## src/rtl/batt_pkg.sv

```systemverilog
package batt_pkg;
  typedef enum logic {
    SEQ_IDLE   = 1'b0,
    SEQ_SETTLE = 1'b1
  } seq_state_t;

  typedef struct packed {
    logic low;
    logic from_pwr;
  } check_result_t;
endpackage

```

## src/rtl/batt_interval_timer.sv

```systemverilog
module batt_interval_timer #(
  parameter int TICKS_PER_INTERVAL = 86400
) (
  input  logic clk,
  input  logic rst,
  input  logic supply_ok,
  input  logic pwr_rise,
  input  logic tick_1s,
  output logic periodic_req
);
  localparam int CNT_W = (TICKS_PER_INTERVAL > 1) ? $clog2(TICKS_PER_INTERVAL) : 1;
  localparam logic [CNT_W-1:0] LAST = CNT_W'(TICKS_PER_INTERVAL - 1);

  logic [CNT_W-1:0] tick_cnt;

  always_ff @(posedge clk) begin
    if (rst || !supply_ok || pwr_rise) begin
      tick_cnt     <= '0;
      periodic_req <= 1'b0;
    end else begin
      periodic_req <= 1'b0;
      if (tick_1s) begin
        if (tick_cnt == LAST) begin
          tick_cnt     <= '0;
          periodic_req <= 1'b1;
        end else begin
          tick_cnt <= tick_cnt + 1'b1;
        end
      end
    end
  end

  AST_REQ_FROM_TICK: assert property (@(posedge clk) disable iff (rst)
    periodic_req |-> $past(tick_1s) && $past(supply_ok));
endmodule

```

## src/rtl/batt_check_seq.sv

```systemverilog
module batt_check_seq
  import batt_pkg::*;
#(
  parameter int SETTLE_CYCLES = 8
) (
  input  logic          clk,
  input  logic          rst,
  input  logic          supply_ok,
  input  logic          start_pwr,
  input  logic          start_per,
  input  logic          batt_below,
  output logic          sense_en,
  output logic          done,
  output check_result_t result
);
  localparam int SET_W = (SETTLE_CYCLES > 1) ? $clog2(SETTLE_CYCLES) : 1;
  localparam logic [SET_W-1:0] LAST = SET_W'(SETTLE_CYCLES - 1);

  seq_state_t       state;
  logic [SET_W-1:0] settle_cnt;
  logic             origin_r;

  always_ff @(posedge clk) begin
    if (rst) begin
      state      <= SEQ_IDLE;
      settle_cnt <= '0;
      origin_r   <= 1'b0;
      sense_en   <= 1'b0;
      done       <= 1'b0;
      result     <= '0;
    end else begin
      done <= 1'b0;
      if (!supply_ok) begin
        state    <= SEQ_IDLE;
        sense_en <= 1'b0;
      end else begin
        case (state)
          SEQ_IDLE: begin
            if (start_pwr || start_per) begin
              state      <= SEQ_SETTLE;
              sense_en   <= 1'b1;
              settle_cnt <= '0;
              origin_r   <= start_pwr;
            end
          end
          SEQ_SETTLE: begin
            if (settle_cnt == LAST) begin
              result.low      <= batt_below;
              result.from_pwr <= origin_r;
              done            <= 1'b1;
              sense_en        <= 1'b0;
              state           <= SEQ_IDLE;
            end else begin
              settle_cnt <= settle_cnt + 1'b1;
            end
          end
          default: state <= SEQ_IDLE;
        endcase
      end
    end
  end

  AST_EN_NEEDS_SUPPLY: assert property (@(posedge clk) disable iff (rst)
    sense_en |-> $past(supply_ok));
  AST_DONE_AFTER_EN: assert property (@(posedge clk) disable iff (rst)
    done |-> $past(sense_en) && !sense_en);
  AST_PWR_STARTS: assert property (@(posedge clk) disable iff (rst)
    start_pwr |=> sense_en);
endmodule

```

## src/rtl/batt_flag_reg.sv

```systemverilog
module batt_flag_reg
  import batt_pkg::*;
#(
  parameter int FLAG_W     = 8,
  parameter int LOW_POS    = 4,
  parameter int ORIGIN_POS = 6
) (
  input  logic              clk,
  input  logic              rst,
  input  logic              supply_ok,
  input  logic              done,
  input  check_result_t     result,
  input  logic              flags_rd,
  output logic [FLAG_W-1:0] flags_q
);
  logic              low_r;
  logic              origin_r;
  logic [FLAG_W-1:0] status_vec;

  always_ff @(posedge clk) begin
    if (rst || !supply_ok) begin
      low_r    <= 1'b0;
      origin_r <= 1'b0;
    end else if (done) begin
      low_r    <= result.low;
      origin_r <= result.low & result.from_pwr;
    end
  end

  always_comb begin
    for (int i = 0; i < FLAG_W; i++) begin
      status_vec[i] = (i == LOW_POS) ? low_r : ((i == ORIGIN_POS) ? origin_r : 1'b0);
    end
  end

  always_ff @(posedge clk) begin
    if (rst) flags_q <= '0;
    else if (flags_rd) flags_q <= status_vec;
  end

  AST_OFF_CLEARS: assert property (@(posedge clk) disable iff (rst)
    !supply_ok |=> !low_r && !origin_r);
  AST_ORIGIN_NEEDS_LOW: assert property (@(posedge clk) disable iff (rst)
    origin_r |-> low_r);
  AST_RD_HOLD: assert property (@(posedge clk) disable iff (rst)
    !flags_rd |=> $stable(flags_q));
endmodule

```

## src/rtl/batt_check_top.sv

```systemverilog
module batt_check_top
  import batt_pkg::*;
#(
  parameter int TICKS_PER_INTERVAL = 86400,
  parameter int SETTLE_CYCLES      = 8,
  parameter int FLAG_W             = 8,
  parameter int LOW_POS            = 4,
  parameter int ORIGIN_POS         = 6
) (
  input  logic              clk,
  input  logic              rst,
  input  logic              supply_ok,
  input  logic              tick_1s,
  input  logic              batt_below,
  input  logic              flags_rd,
  output logic              sense_en,
  output logic [FLAG_W-1:0] flags_q
);
  logic          supply_q;
  logic          pwr_rise;
  logic          periodic_req;
  logic          check_done;
  check_result_t check_res;

  always_ff @(posedge clk) begin
    if (rst) supply_q <= 1'b0;
    else     supply_q <= supply_ok;
  end

  assign pwr_rise = supply_ok & ~supply_q;

  batt_interval_timer #(
    .TICKS_PER_INTERVAL(TICKS_PER_INTERVAL)
  ) u_timer (
    .clk         (clk),
    .rst         (rst),
    .supply_ok   (supply_ok),
    .pwr_rise    (pwr_rise),
    .tick_1s     (tick_1s),
    .periodic_req(periodic_req)
  );

  batt_check_seq #(
    .SETTLE_CYCLES(SETTLE_CYCLES)
  ) u_seq (
    .clk       (clk),
    .rst       (rst),
    .supply_ok (supply_ok),
    .start_pwr (pwr_rise),
    .start_per (periodic_req),
    .batt_below(batt_below),
    .sense_en  (sense_en),
    .done      (check_done),
    .result    (check_res)
  );

  batt_flag_reg #(
    .FLAG_W    (FLAG_W),
    .LOW_POS   (LOW_POS),
    .ORIGIN_POS(ORIGIN_POS)
  ) u_flags (
    .clk      (clk),
    .rst      (rst),
    .supply_ok(supply_ok),
    .done     (check_done),
    .result   (check_res),
    .flags_rd (flags_rd),
    .flags_q  (flags_q)
  );

  AST_RISE_ONE_CYCLE: assert property (@(posedge clk) disable iff (rst)
    pwr_rise |=> !pwr_rise);
endmodule

```

## config.mk

```make
export PLATFORM = sky130hd
export DESIGN_NAME = batt_check_top
export DESIGN_NICKNAME = d
export VERILOG_FILES = /design/src/rtl/batt_pkg.sv /design/src/rtl/batt_interval_timer.sv /design/src/rtl/batt_check_seq.sv /design/src/rtl/batt_flag_reg.sv /design/src/rtl/batt_check_top.sv
export SDC_FILE = /design/constraint.sdc
export NUM_CORES = 1
export LEC_CHECK = 0
export ABC_AREA = 1
export CAP_MARGIN = 15
export CORE_MARGIN = 5
export CORE_UTILIZATION = 45
export CTS_CLUSTER_SIZE = 30
export DETAILED_ROUTE_END_ITERATION = 16
export DONT_BUFFER_PORTS = 1
export PLACE_DENSITY = 0.62
export SYNTH_ARGS = -nofsm -noshare
export SYNTH_HDL_FRONTEND = slang
export SYNTH_SLANG_ARGS = --single-unit
```

## constraint.sdc

```tcl
create_clock -name clk -period 1.8 [get_ports clk]
set_input_delay 0.27 -clock clk [delete_from_list [all_inputs] [get_ports clk]]
set_output_delay 0.27 -clock clk [all_outputs]
set_load 0.05 [all_outputs]
```

After elaboration in Yosys (flattened, before gate mapping)
Index checks and enable logic that the tools add are counted.
{ "word_totals": {"ff_bits": 32, "input_bits": 6, "output_inout_bits": 9, "elab_cells": 49} }
{ "classes": {"add_sub_neg": 2, "n_eq_ne": 5, "mux": 12, "bitwise_logic": 6, "reduce_logical": 11} }
{ "ops": {"columns": ["operator", "count"], "rows": [
  ["$add A17 B1 Y17 const B", 1],
  ["$eq A17 B17 Y1 const B", 1],
  ["$mux W17", 1],
  ["$reduce_and A3 Y1", 3],
  ["$mux W1", 6],
  ["$mux W3", 2],
  ["$pmux W3 S2", 1],
  ["$ne A2 B2 Y1 const B", 2],
  ["$not A1 Y1", 4],
  ["$pmux W1 S2", 2],
  ["$reduce_or A2 Y1", 2],
  ["$add A3 B1 Y3 const B", 1],
  ["$eq A3 B3 Y1 const B", 1],
  ["$logic_or A1 B1 Y1", 3],
  ["$reduce_or A3 Y1", 1],
  ["$and A1 B1 Y1", 2],
  ["$ne A2 B1 Y1 const B", 1],
  ["$reduce_and A2 Y1", 1],
  ["$logic_not A1 Y1", 1]
]} }

Longest topological paths before layout
Gate-level depths: netlist of the first run.
{ "logic_depth": {"depth_word": 5, "mapped_depth": 9, "depth_no_buf": 9} }

By module
A second synthesis of the first run with hierarchy kept.
{ "hier_totals": {"cells_unflattened": 227, "hier_area_um2": 1647.8} }
{ "by_module_without_submodules": {"columns": ["mod", "instances", "cells_per_inst", "area_per_inst_um2", "seq_area_each_um2"], "rows": [
  ["batt_interval_timer", 1, 138, 992.2, 360.3],
  ["batt_check_seq", 1, 58, 425.4, 180.2],
  ["batt_flag_reg", 1, 27, 198.9, 80.1],
  ["batt_check_top", 1, 4, 31.3, 20.0]
]} }

Worst setup path after synthesis of the first run
OpenSTA, ideal clock, no wires.
{ "synth_path": {"kind": "reg-to-reg", "from": "register u_timer.tick_cnt[0]", "to": "register u_timer.tick_cnt[12]", "setup_time_ns": 0.121, "t_arrival_ns": 1.243, "required_ns": 1.679, "path_slack_ns": 0.436, "stages_incl_launch_ff": 7, "n_path_buf": 0, "cell_sequence": "dfxtp_1 -> ha_1 -> nand2_2 -> nor2_4 -> nand3_4 -> o21ai_4 -> nor2_1"} }
{ "synth_between": {"elab_chain_cells": 2} }
{ "synth_rtl": {"columns": ["item", "line_no", "rtl"], "rows": [
  ["start, declared", "batt_interval_timer.sv:14", "logic [CNT_W-1:0] tick_cnt;"],
  ["start signal, assigned", "batt_interval_timer.sv:27", "tick_cnt <= tick_cnt + 1'b1;"],
  ["$add A17 B1 Y17 / $eq A17 B17 Y1 (equally long branches)", "batt_interval_timer.sv:27, batt_interval_timer.sv:23", null],
  ["$mux W17 (*)", "batt_interval_timer.sv:23", "if (tick_cnt == LAST) begin"]
]} }
Every way passes the cells marked *; elsewhere a longest branch is shown, timed or not.
A chain may end at the register's enable or synchronous reset.

Final worst setup path of the first run
{ "layout_path": {"from": "register u_timer.tick_cnt[0]", "to": "register u_timer.tick_cnt[8]"} }
The elaborated chain is that of the path after synthesis.

==> results of run 1 <==
==> kinds of logic (layout without fill, tap and decap cells) <==
| logic type | count (synthesis) | in the layout |
|---|---|---|
| AND/OR/NAND/NOR | 122 | 122 |
| buffers and inverters | 37 | 37 |
| flip-flops | 32 | 32 |
| AO/OA/AOI/OAI | 21 | 21 |
| XOR/XNOR | 7 | 7 |
| adder cells (fa/ha/maj) | 3 | 3 |
| other | 1 | 6 |
| multiplexers | 1 | 1 |
==> layout by cell type, fill, tap and decap left out, types with 2 or more instances in the layout <==
| cell type | instances |
|---|---|
| nand2_1 | 49 |
| nor2_1 | 38 |
| dfxtp_1 | 32 |
| inv_1 | 25 |
| nand3_1 | 18 |
| a21oi_1 | 11 |
| xor2_1 | 6 |
| conb_1 | 6 |
| clkbuf_4 | 5 |
| nor2_4 | 4 |
| nand4_1 | 4 |
| inv_2 | 3 |
| o21ai_0 | 3 |
| o21ai_1 | 3 |
| ha_1 | 3 |
| nand2_2 | 2 |
| o21bai_1 | 2 |
| nor3_1 | 2 |
==> sequential cells by signal (all words and copies together), names as in the netlist <==
name                  cells
u_seq.result              2
u_flags.flags_q           2
u_timer.tick_cnt         17
u_seq.settle_cnt          3
supply_q                  1
u_seq.state               1
u_flags.origin_r          1
u_timer.periodic_req      1
u_flags.low_r             1
u_seq.origin_r            1
u_seq.sense_en            1
u_seq.done                1
==> worst reg2reg max path, delay by kind of cell, from the launching register on <==
kind / cells / cell delay, ns
flip-flops: 1 / 0.44
AO/OA/AOI/OAI: 1 / 0.29
adder cells (fa/ha/maj): 1 / 0.23
AND/OR/NAND/NOR: 4 / 0.45
==> through the flow <==
stage               area [sq um]  total power [mW]  cells
CTS                         1720              1.36    275
floorplan                   1640             0.830    229
global placement            1630             0.813    266
finish                      1720              1.34    275
global route                1720              1.41    275
detailed placement          1630             0.813    266
==> cell type report <==
type	count	share of cell area, %
clock inverter	2	2.04
tap	46	3.36
inverter	28	6.13
timing repair buffer	1	0.584
multi-input combinational	160	48.1
clock buffer	6	2.41
sequential	32	37.3
==> worst min path at each step <==
stage / endpoint / cells past startpoint / start
5_1_grt: u_seq.settle_cnt[0]$_SDFFE_PP0P_ / 3 / rst
4_1_cts: supply_q$_SDFF_PP0_ / 2 / supply_ok
3_5_place_dp: u_seq.settle_cnt[2]$_SDFFE_PP0P_ / 1 / rst
3_3_place_gp: u_seq.settle_cnt[2]$_SDFFE_PP0P_ / 1 / rst
2_1_floorplan: u_flags.flags_q[6]$_SDFFE_PP0P_ / 2 / flags_rd
6_report: u_seq.settle_cnt[0]$_SDFFE_PP0P_ / 3 / rst
==> power by group through the flow <==
stage / Clock, mW / Combinational, mW / Sequential (mW)
finish: 0.543 / 0.0680 / 0.733
global route: 0.596 / 0.0757 / 0.734
CTS: 0.558 / 0.0682 / 0.733
detailed placement: 0 / 0.0633 / 0.749
global placement: 0 / 0.0638 / 0.749
floorplan: 0 / 0.0822 / 0.748
==> metal layers <==
layer,GRT usage (%),wire length [um],vias up,part of all wire (%)
li1,-,-,703,-
met1,16.3,1490,550,49
met2,21.5,1270,31,42
met4,8.51,93,0,3.1
met3,4.30,170,9,5.6
met5,0,0,-,0
==> results.json, run 1 <==
{
  "cp.buffers_inverters": 0,
  "cts-root-buf": "clkbuf_4",
  "io_buffers": 0,
  "power_leakage_nw": 0.648,
  "die_y_um": 70.1,
  "synth-edff-count": 0,
  "vias": 1293,
  "numCtsBuffers": 5,
  "crit_chain": "ha_1 -> nand2_2 -> nor2_4 -> nand3_4 -> o21ai_4 -> nor2_1",
  "finalSetupTns_ns": 0,
  "grt-ovfl-total": 0,
  "grt_antenna_before_repair": 0,
  "worstSetupEndpointType": "flip-flop",
  "clock_sinks": 32,
  "fmax_mhz": 652,
  "crit_start": "u_timer.tick_cnt[0]$_SDFFE_PP0P_",
  "area_growth_syn_to_layout_pct": 5.54,
  "yosysMostFrequentCell": "nand2_1",
  "ff2ff_setup_slack_ns": 0.27,
  "cts_buffer_depth": 2,
  "ys_seq_area_share_pct": 39.4,
  "start_util_pct": 47.6,
  "dr.pass1.iters": 4,
  "critical_path_depth": 6,
  "nets": 237,
  "crit_fanout": 8,
  "remaining_drc_errors": 0,
  "min-delay-path-class": "input pin to flip-flop",
  "vdd_drop_max_mv": 0.398,
  "pin_count": 15,
  "dieArea_sq_mm": 0.00491,
  "synth_commonest_cells": "nand2_1, nor2_1, dfxtp_1, inv_1, nand3_1",
  "finalHoldViolCount": 0,
  "crit_end": "u_timer.tick_cnt[8]$_SDFFE_PP0P_",
  "p_sw_share_pct": 23.9,
  "grt_max_degree": 12,
  "fin_crit_sh_pct": 85.2,
  "status": "completed",
  "via_per_inst": 4.70,
  "synth_ff_type": "dfxtp_1",
  "synth_mux_area_share_pct": 0.616,
  "synth_area_sq_mm": 0.00163,
  "core_sq_mm": 0.00342,
  "powerDensity_mw_per_mm2": 783,
  "n_antenna_cell": 0,
  "avgRoutedWirePerCell_um": 11.0,
  "rsz0062_at_grt": "no",
  "synth_seq_cells": 32,
  "post_cts_resized": 0,
  "post_cts_buffers": 0,
  "start_kind": "flip-flop",
  "synth_top_area_share_pct": 39.4,
  "skew_ns": 0.00946,
  "postSynthCellCount": 224,
  "combinationalPowerShare_pct": 5.1,
  "die_w_um": 70.1,
  "utilization_pct": 50.2,
  "setup_violations": 0,
  "avgSynthCellArea_sq_um": 7.26,
  "antenna_left": 0,
  "rr_startpoint": "u_timer.tick_cnt[0]$_SDFFE_PP0P_",
  "wl_um": 3020,
  "grt_pass1_wl_um": 5360,
  "synth-adder-area-share_pct": 2.31,
  "grt_pass1_vias": 1203,
  "clk_pin_slew_ns": 0.10,
  "row_count": 21,
  "arrival_ns": 1.77,
  "cts_hold_buf": 1,
  "multi_input_area_sq_um": 826,
  "p_switching_uw": 321,
  "reg2reg_depth": 6,
  "relSlewSlack_pct": 66.1,
  "max_stage_delay_ns": 0.44,
  "async_reset_ff_share_pct": 0,
  "critical-path-top-delay-family": "simple AND/OR/NAND/NOR gates",
  "nFillCells": 348,
  "dr.first_iter.drc_count": 54,
  "synth_warnings": 0,
  "drive_above_1_share_pct": 9.17,
  "period_minus_slack_ns": 1.53,
  "yosysTopAreaCell": "dfxtp_1",
  "yosys.area_share.simple_pct": 35.2,
  "place_ws_ns": 0.269,
  "dp_hpwl_um": 2220,
  "clockPowerShare_pct": 40.4,
  "worstMarginPinSlew_ns": 0.508,
  "grt_usage_pct": 13.7,
  "internal_power_mw": 1.02,
  "power_frac_seq_pct": 54.5,
  "r2r-end": "u_timer.tick_cnt[8]$_SDFFE_PP0P_",
  "drv_slew": 0,
  "crit_type": "flip-flop to flip-flop",
  "synth_compound_area_share_pct": 7.54,
  "routabilityCongestion": 0.867,
  "cts_tree": "done",
  "finalWorstSetupSlack_ns": 0.266,
  "synth_xor_area_share_pct": 3.77,
  "ys_types": 29,
  "clock_latency_ns": 0.35,
  "ys_top_cells_by_area": "dfxtp_1, nand2_1, nor2_1",
  "ff_latch_area_sq_um": 641,
  "maxCapViolCount": 0,
  "htree_levels": 2,
  "whs_ns": 0.0648,
  "critPathRequiredTime_ns": 2.03,
  "synth_top_family_by_area": "simple AND/OR/NAND/NOR gates",
  "cp_slowest_cell": "dfxtp_1"
}
Note: power is estimated with default switching activity, not from simulation.
==> run 2, diff against run 1 <==
--- a/config.mk
+++ b/config.mk
@@ -6,5 +6,5 @@
 export NUM_CORES = 1
 export LEC_CHECK = 0
-export ABC_AREA = 1
+export ABC_AREA = 0
 export CAP_MARGIN = 15
 export CORE_MARGIN = 5
@@ -14,4 +14,5 @@
 export DONT_BUFFER_PORTS = 1
 export PLACE_DENSITY = 0.62
+export SETUP_SLACK_MARGIN = 0.1
 export SYNTH_ARGS = -nofsm -noshare
 export SYNTH_HDL_FRONTEND = slang
==> constraint.sdc (replaced) <==
create_clock -name clk -period 1.8 [get_ports clk]
set_input_delay 0.27 -clock clk [delete_from_list [all_inputs] [get_ports clk]]
set_output_delay 0.27 -clock clk [all_outputs]
set_load 0.02 [all_outputs]
==> results.json, run 2 <==
{
  "placed_area_sq_mm": 0.00141,
  "final_common_cell": "nor2_1",
  "cts_tree": "done",
  "cts-root-buf": "clkbuf_4",
  "antenna_left": 0,
  "power_leakage_nw": 0.549,
  "min-delay-path-class": "input pin to flip-flop",
  "ys_types": 30,
  "synth_seq_cells": 32,
  "maxCapViolCount": 0,
  "largest_register_ffs": 17,
  "arrival_ns": 1.93,
  "setup_violations": 0,
  "async_reset_ff_share_pct": 0,
  "numCtsBuffers": 5,
  "htree_levels": 2,
  "drive_above_1_share_pct": 12.3,
  "synth_warnings": 0,
  "powerDensity_mw_per_mm2": 847,
  "clock_latency_ns": 0.32,
  "wl_um": 2360,
  "area_growth_syn_to_layout_pct": 11.1,
  "nFillCells": 290,
  "n_antenna_cell": 0,
  "postSynthCellCount": 151,
  "worstMarginPinSlew_ns": 0.550,
  "fin_crit_sh_pct": 92.4,
  "cts_buffer_depth": 2,
  "io_buffers": 0,
  "critPathRequiredTime_ns": 2.06,
  "clk_pin_slew_ns": 0.10,
  "synth_ff_type": "dfxtp_1",
  "dr.pass1.iters": 4,
  "routabilityCongestion": 0.706,
  "utilization_pct": 51.2,
  "core_sq_mm": 0.00298,
  "crit_fanout": 3,
  "hp-start": "batt_below",
  "grt_pass1_wl_um": 4220,
  "start_util_pct": 46.1,
  "worstSetupEndpointType": "flip-flop",
  "die_y_um": 65.2,
  "reg2reg_depth": 5,
  "avgSynthCellArea_sq_um": 9.08,
  "min_path_cells": 2,
  "synth_top_area_share_pct": 46.7,
  "via_per_inst": 5.18,
  "vias": 1011,
  "pin_count": 15,
  "row_count": 20,
  "synth-edff-count": 0,
  "dieArea_sq_mm": 0.00425,
  "clock_sinks": 32,
  "synth_area_sq_mm": 0.00137,
  "nets": 170,
  "grt-ovfl-total": 0,
  "fin_area_sq_mm": 0.00152,
  "worstHoldEndpoint": "u_seq.result[1]$_SDFFE_PP0P_",
  "avgRoutedWirePerCell_um": 12.1,
  "r2r-end": "u_timer.tick_cnt[16]$_SDFFE_PP0P_",
  "ys_seq_area_share_pct": 46.7,
  "drv_slew": 0,
  "finalSetupTns_ns": 0,
  "dr.first_iter.drc_count": 76,
  "crit_type": "flip-flop to flip-flop",
  "remaining_drc_errors": 0,
  "period_minus_slack_ns": 1.66,
  "grt_pass1_vias": 990,
  "ff2ff_setup_slack_ns": 0.14,
  "ys_top_cells_by_area": "dfxtp_1, nor2_1, xnor2_1",
  "grt_usage_pct": 12.8,
  "dp_hpwl_um": 1660,
  "rr_startpoint": "u_timer.tick_cnt[1]$_SDFFE_PP0P_",
  "whs_ns": 0.0903,
  "status": "completed",
  "synth_commonest_cells": "nor2_1, dfxtp_1, xnor2_1, nand2_1",
  "finalHoldViolCount": 0,
  "die_w_um": 65.2,
  "fmax_mhz": 601,
  "yosysMostFrequentCell": "nor2_1",
  "largestRegisters": "u_timer.tick_cnt x17, u_seq.settle_cnt x3",
  "grt_max_degree": 16,
  "skew_ns": 0.00550,
  "relSlewSlack_pct": 62.7,
  "yosysTopAreaCell": "dfxtp_1",
  "grt_antenna_before_repair": 0,
  "start_kind": "flip-flop",
  "vdd_drop_max_mv": 0.503,
  "final_cell_mix": "nor2_1, dfxtp_1, xnor2_1",
  "rsz0062_at_grt": "yes",
  "top_register": "u_timer.tick_cnt"
}
run 2: layer usage:
metal	track usage (%)	vias to the layer above	share of wire [%]
met2	21.1	21	48
met1	14.5	461	46
met5	0	-	0
met3	6.32	5	5.6
met4	3.89	0	1.3
li1	-	524	-
run 2: kinds of logic (layout without fill, tap and decap cells):
kind of cell	Yosys count	after routing	synth area share [%]
xor+xnor	15	15	9.58
flops	32	32	46.7
fa+ha+maj	3	3	2.74
buf+inv	12	18	4.93
other cells	1	6	0.273
mux	6	6	4.38
simple gates	70	70	25.6
compound gates	12	12	5.75
run 2: how the worst max path moves through the flow:
stage | end | cells after the start | start | slack (ns)
after global placement | u_timer.tick_cnt[16]$_SDFFE_PP0P_ | 5 | u_timer.tick_cnt[1]$_SDFFE_PP0P_ | 0.12
final | u_timer.tick_cnt[16]$_SDFFE_PP0P_ | 5 | u_timer.tick_cnt[1]$_SDFFE_PP0P_ | 0.14
after global routing | u_timer.tick_cnt[16]$_SDFFE_PP0P_ | 5 | u_timer.tick_cnt[1]$_SDFFE_PP0P_ | 0.08
after CTS | u_timer.tick_cnt[16]$_SDFFE_PP0P_ | 5 | u_timer.tick_cnt[1]$_SDFFE_PP0P_ | 0.10
after detailed placement | u_timer.tick_cnt[16]$_SDFFE_PP0P_ | 5 | u_timer.tick_cnt[1]$_SDFFE_PP0P_ | 0.07
after floorplan | u_timer.tick_cnt[16]$_SDFFE_PP0P_ | 5 | u_timer.tick_cnt[1]$_SDFFE_PP0P_ | 0.11
run 2: layout make-up:
class | instances | area [sq um] | share of cell area [%]
clock buffer | 6 | 41.3 | 2.71
clock inverter | 2 | 35.0 | 2.30
inverter | 4 | 15.0 | 0.985
multi-input combinational | 112 | 701 | 46.0
sequential | 32 | 643 | 42.2
tap | 33 | 41.3 | 2.71
timing repair buffer | 6 | 47.5 | 3.12
run 2: what timing repair did:
item | 4_1_cts | 5_1_grt
hold endpoints to repair | 10 | 0
resized for setup | 1 | 3
setup buffers | 2 | 0
hold buffers | 1 | 0
endpoints found under the setup margin | 1 | 4
run 2: report_power, final:
group	switching, mW	internal (mW)	total, mW	leakage (nW)
logic	0.0285	0.0140	0.0424	0.248
registers	0.00630	0.714	0.721	0.260
clock network	0.237	0.291	0.528	0.0422
run 2: worst max-delay path: stages (launching register included):
cell and delay (ns):
dfxtp_2 0.36, ha_4 0.14, nand3_2 0.07, or4_4 0.53
or3_1 0.36, a21oi_1 0.13
run 2: metrics by stage:
step	total power, mW	cells	worst slack, ns
detailed placement	0.773	184	0.0654
global placement	0.772	184	0.124
finish	1.29	195	0.136
global route	1.35	195	0.0790
floorplan	0.781	156	0.108
CTS	1.31	195	0.102
==> run 3, diff against run 2 <==
- ABC_AREA: 0 -> 1
- REMOVE_ABC_BUFFERS: not set -> 1
==> results.json, run 3 (synthesis results as in run 1) <==
{
  "status": "completed",
  "via_per_inst": 4.75,
  "grt_max_degree": 12,
  "largestRegisters": "u_timer.tick_cnt x17, u_seq.settle_cnt x3",
  "skew_ns": 0.0122,
  "vdd_drop_max_mv": 0.423,
  "dr.pass1.iters": 4,
  "reg2reg_depth": 6,
  "crit_fanout": 8,
  "die_w_um": 70.1,
  "antenna_left": 0,
  "min-delay-path-class": "input pin to flip-flop",
  "pin_count": 15,
  "worstSetupEndpointType": "flip-flop",
  "cp.buffers_inverters": 0,
  "htree_levels": 2,
  "internal_power_uw": 917,
  "cts_tree": "done",
  "clock_latency_ns": 0.33,
  "r2r-end": "u_timer.tick_cnt[16]$_SDFFE_PP0P_",
  "nets": 237,
  "power_leakage_nw": 0.644,
  "cp_slowest_cell": "dfxtp_1",
  "powerDensity_mw_per_mm2": 712,
  "rsz0062_at_grt": "no",
  "die_y_um": 70.1,
  "dp_hpwl_um": 2340,
  "wl_um": 3080,
  "cts-root-buf": "clkbuf_4",
  "fmax_mhz": 661,
  "cts_buffer_depth": 2,
  "setup_violations": 0,
  "avgRoutedWirePerCell_um": 11.2,
  "clockPowerShare_pct": 35.7,
  "largest_register_ffs": 17,
  "clk_pin_slew_ns": 0.10,
  "post_cts_buffers": 0,
  "io_buffers": 0,
  "p_sw_share_pct": 24.3,
  "grt_usage_pct": 13.9,
  "p_switching_uw": 294,
  "start_util_pct": 47.6,
  "hp-start": "supply_ok",
  "finalHoldViolCount": 0,
  "start_kind": "flip-flop",
  "finalSetupTns_ns": 0,
  "grt_pass1_wl_um": 5530,
  "critical-path-top-delay-family": "simple AND/OR/NAND/NOR gates",
  "max_stage_delay_ns": 0.44,
  "numCtsBuffers": 5,
  "clock_sinks": 32,
  "vias": 1305,
  "remaining_drc_errors": 0,
  "period_minus_slack_ns": 1.51,
  "crit_type": "flip-flop to flip-flop",
  "drv_slew": 0,
  "n_antenna_cell": 0,
  "dieArea_sq_mm": 0.00491,
  "power_frac_seq_pct": 59.9,
  "final_common_cell": "nand2_1",
  "maxCapViolCount": 0,
  "arrival_ns": 1.73,
  "top_register": "u_timer.tick_cnt",
  "grt-ovfl-total": 0,
  "dr.first_iter.drc_count": 38,
  "fin_crit_sh_pct": 84.1,
  "row_count": 21,
  "final_cell_mix": "nand2_1, nor2_1, dfxtp_1",
  "grt_pass1_vias": 1203,
  "core_sq_mm": 0.00342,
  "ff2ff_setup_slack_ns": 0.29,
  "crit_chain": "ha_1 -> nand2_2 -> nor2_4 -> nand3_4 -> o21ai_4 -> nor2_1",
  "area_growth_syn_to_layout_pct": 4.62,
  "grt_antenna_before_repair": 0,
  "min_path_cells": 2,
  "whs_ns": 0.0828,
  "drive_above_1_share_pct": 9.61,
  "worstHoldEndpoint": "supply_q$_SDFF_PP0_",
  "rr_startpoint": "u_timer.tick_cnt[0]$_SDFFE_PP0P_",
  "critPathRequiredTime_ns": 2.02,
  "routabilityCongestion": 0.863,
  "combinationalPowerShare_pct": 4.4
}
[run 3: cell types whose count changed in the layout (fill, tap and decap cells not counted), moves of 3 or more]
cell	delta
mux2i_1	-5
nor2_1	+5
inv_2	+3
nand3_1	+13
inv_1	+21
xnor2_1	-9
a21oi_1	+6
buf_4	-5
o21ai_1	+3
nand2_1	+41
nor3_1	-3
nor2_4	+4
[run 3: power by group through the flow]
stage | Sequential [mW] | Clock (mW) | Combinational [mW]
final | 0.726 | 0.432 | 0.0530
after global routing | 0.727 | 0.488 | 0.0587
after CTS | 0.726 | 0.444 | 0.0530
after detailed placement | 0.742 | 0 | 0.0479
after global placement | 0.742 | 0 | 0.0473
after floorplan | 0.741 | 0 | 0.0420
[run 3: per-layer routing]
metal,vias up,routed length (um),GRT usage [%]
met1,578,1380,16.2
met5,-,0,0
met3,5,176,5.16
met2,26,1470,23.6
li1,696,-,-
met4,0,46,4.47
[run 3: worst max-delay path by stage]
stage                                           from                                end  slack (ns)  depth (start not counted)
floorplan           u_timer.tick_cnt[0]$_SDFFE_PP0P_  u_timer.tick_cnt[12]$_SDFFE_PP0P_        0.44                          6
global placement    u_timer.tick_cnt[0]$_SDFFE_PP0P_  u_timer.tick_cnt[16]$_SDFFE_PP0P_        0.33                          6
detailed placement  u_timer.tick_cnt[0]$_SDFFE_PP0P_  u_timer.tick_cnt[12]$_SDFFE_PP0P_        0.28                          6
CTS                 u_timer.tick_cnt[0]$_SDFFE_PP0P_   u_timer.tick_cnt[8]$_SDFFE_PP0P_        0.27                          6
global route        u_timer.tick_cnt[0]$_SDFFE_PP0P_  u_timer.tick_cnt[16]$_SDFFE_PP0P_        0.15                          6
finish              u_timer.tick_cnt[0]$_SDFFE_PP0P_  u_timer.tick_cnt[16]$_SDFFE_PP0P_        0.29                          6
[run 3: cell type report]
class | count | area [sq um]
clock buffers | 6 | 51.3
clock inverters | 2 | 10.0
fillers | 372 | 1720
inverters | 28 | 105
multi-input cells | 160 | 826
flip-flops and latches | 32 | 641
well taps | 46 | 57.6
repair buffers | 1 | 10.0
[run 3: repair_timing]
| action | CTS | global route |
|---|---|---|
| gates resized for setup | 0 | 0 |
| hold endpoints to repair | 8 | 0 |
| hold buffers | 1 | 0 |
[run 3: metrics by stage]
step                      setup slack [ns]  util, %  power [mW]  instances  area [sq um]
after global placement               0.335     47.7       0.789        266          1630
after detailed placement             0.284     47.7       0.790        266          1630
final                                0.287     49.8        1.21        275          1700
after floorplan                      0.436        -       0.783        220          1570
after CTS                            0.273     49.8        1.22        275          1700
after global routing                 0.149     49.8        1.27        275          1700
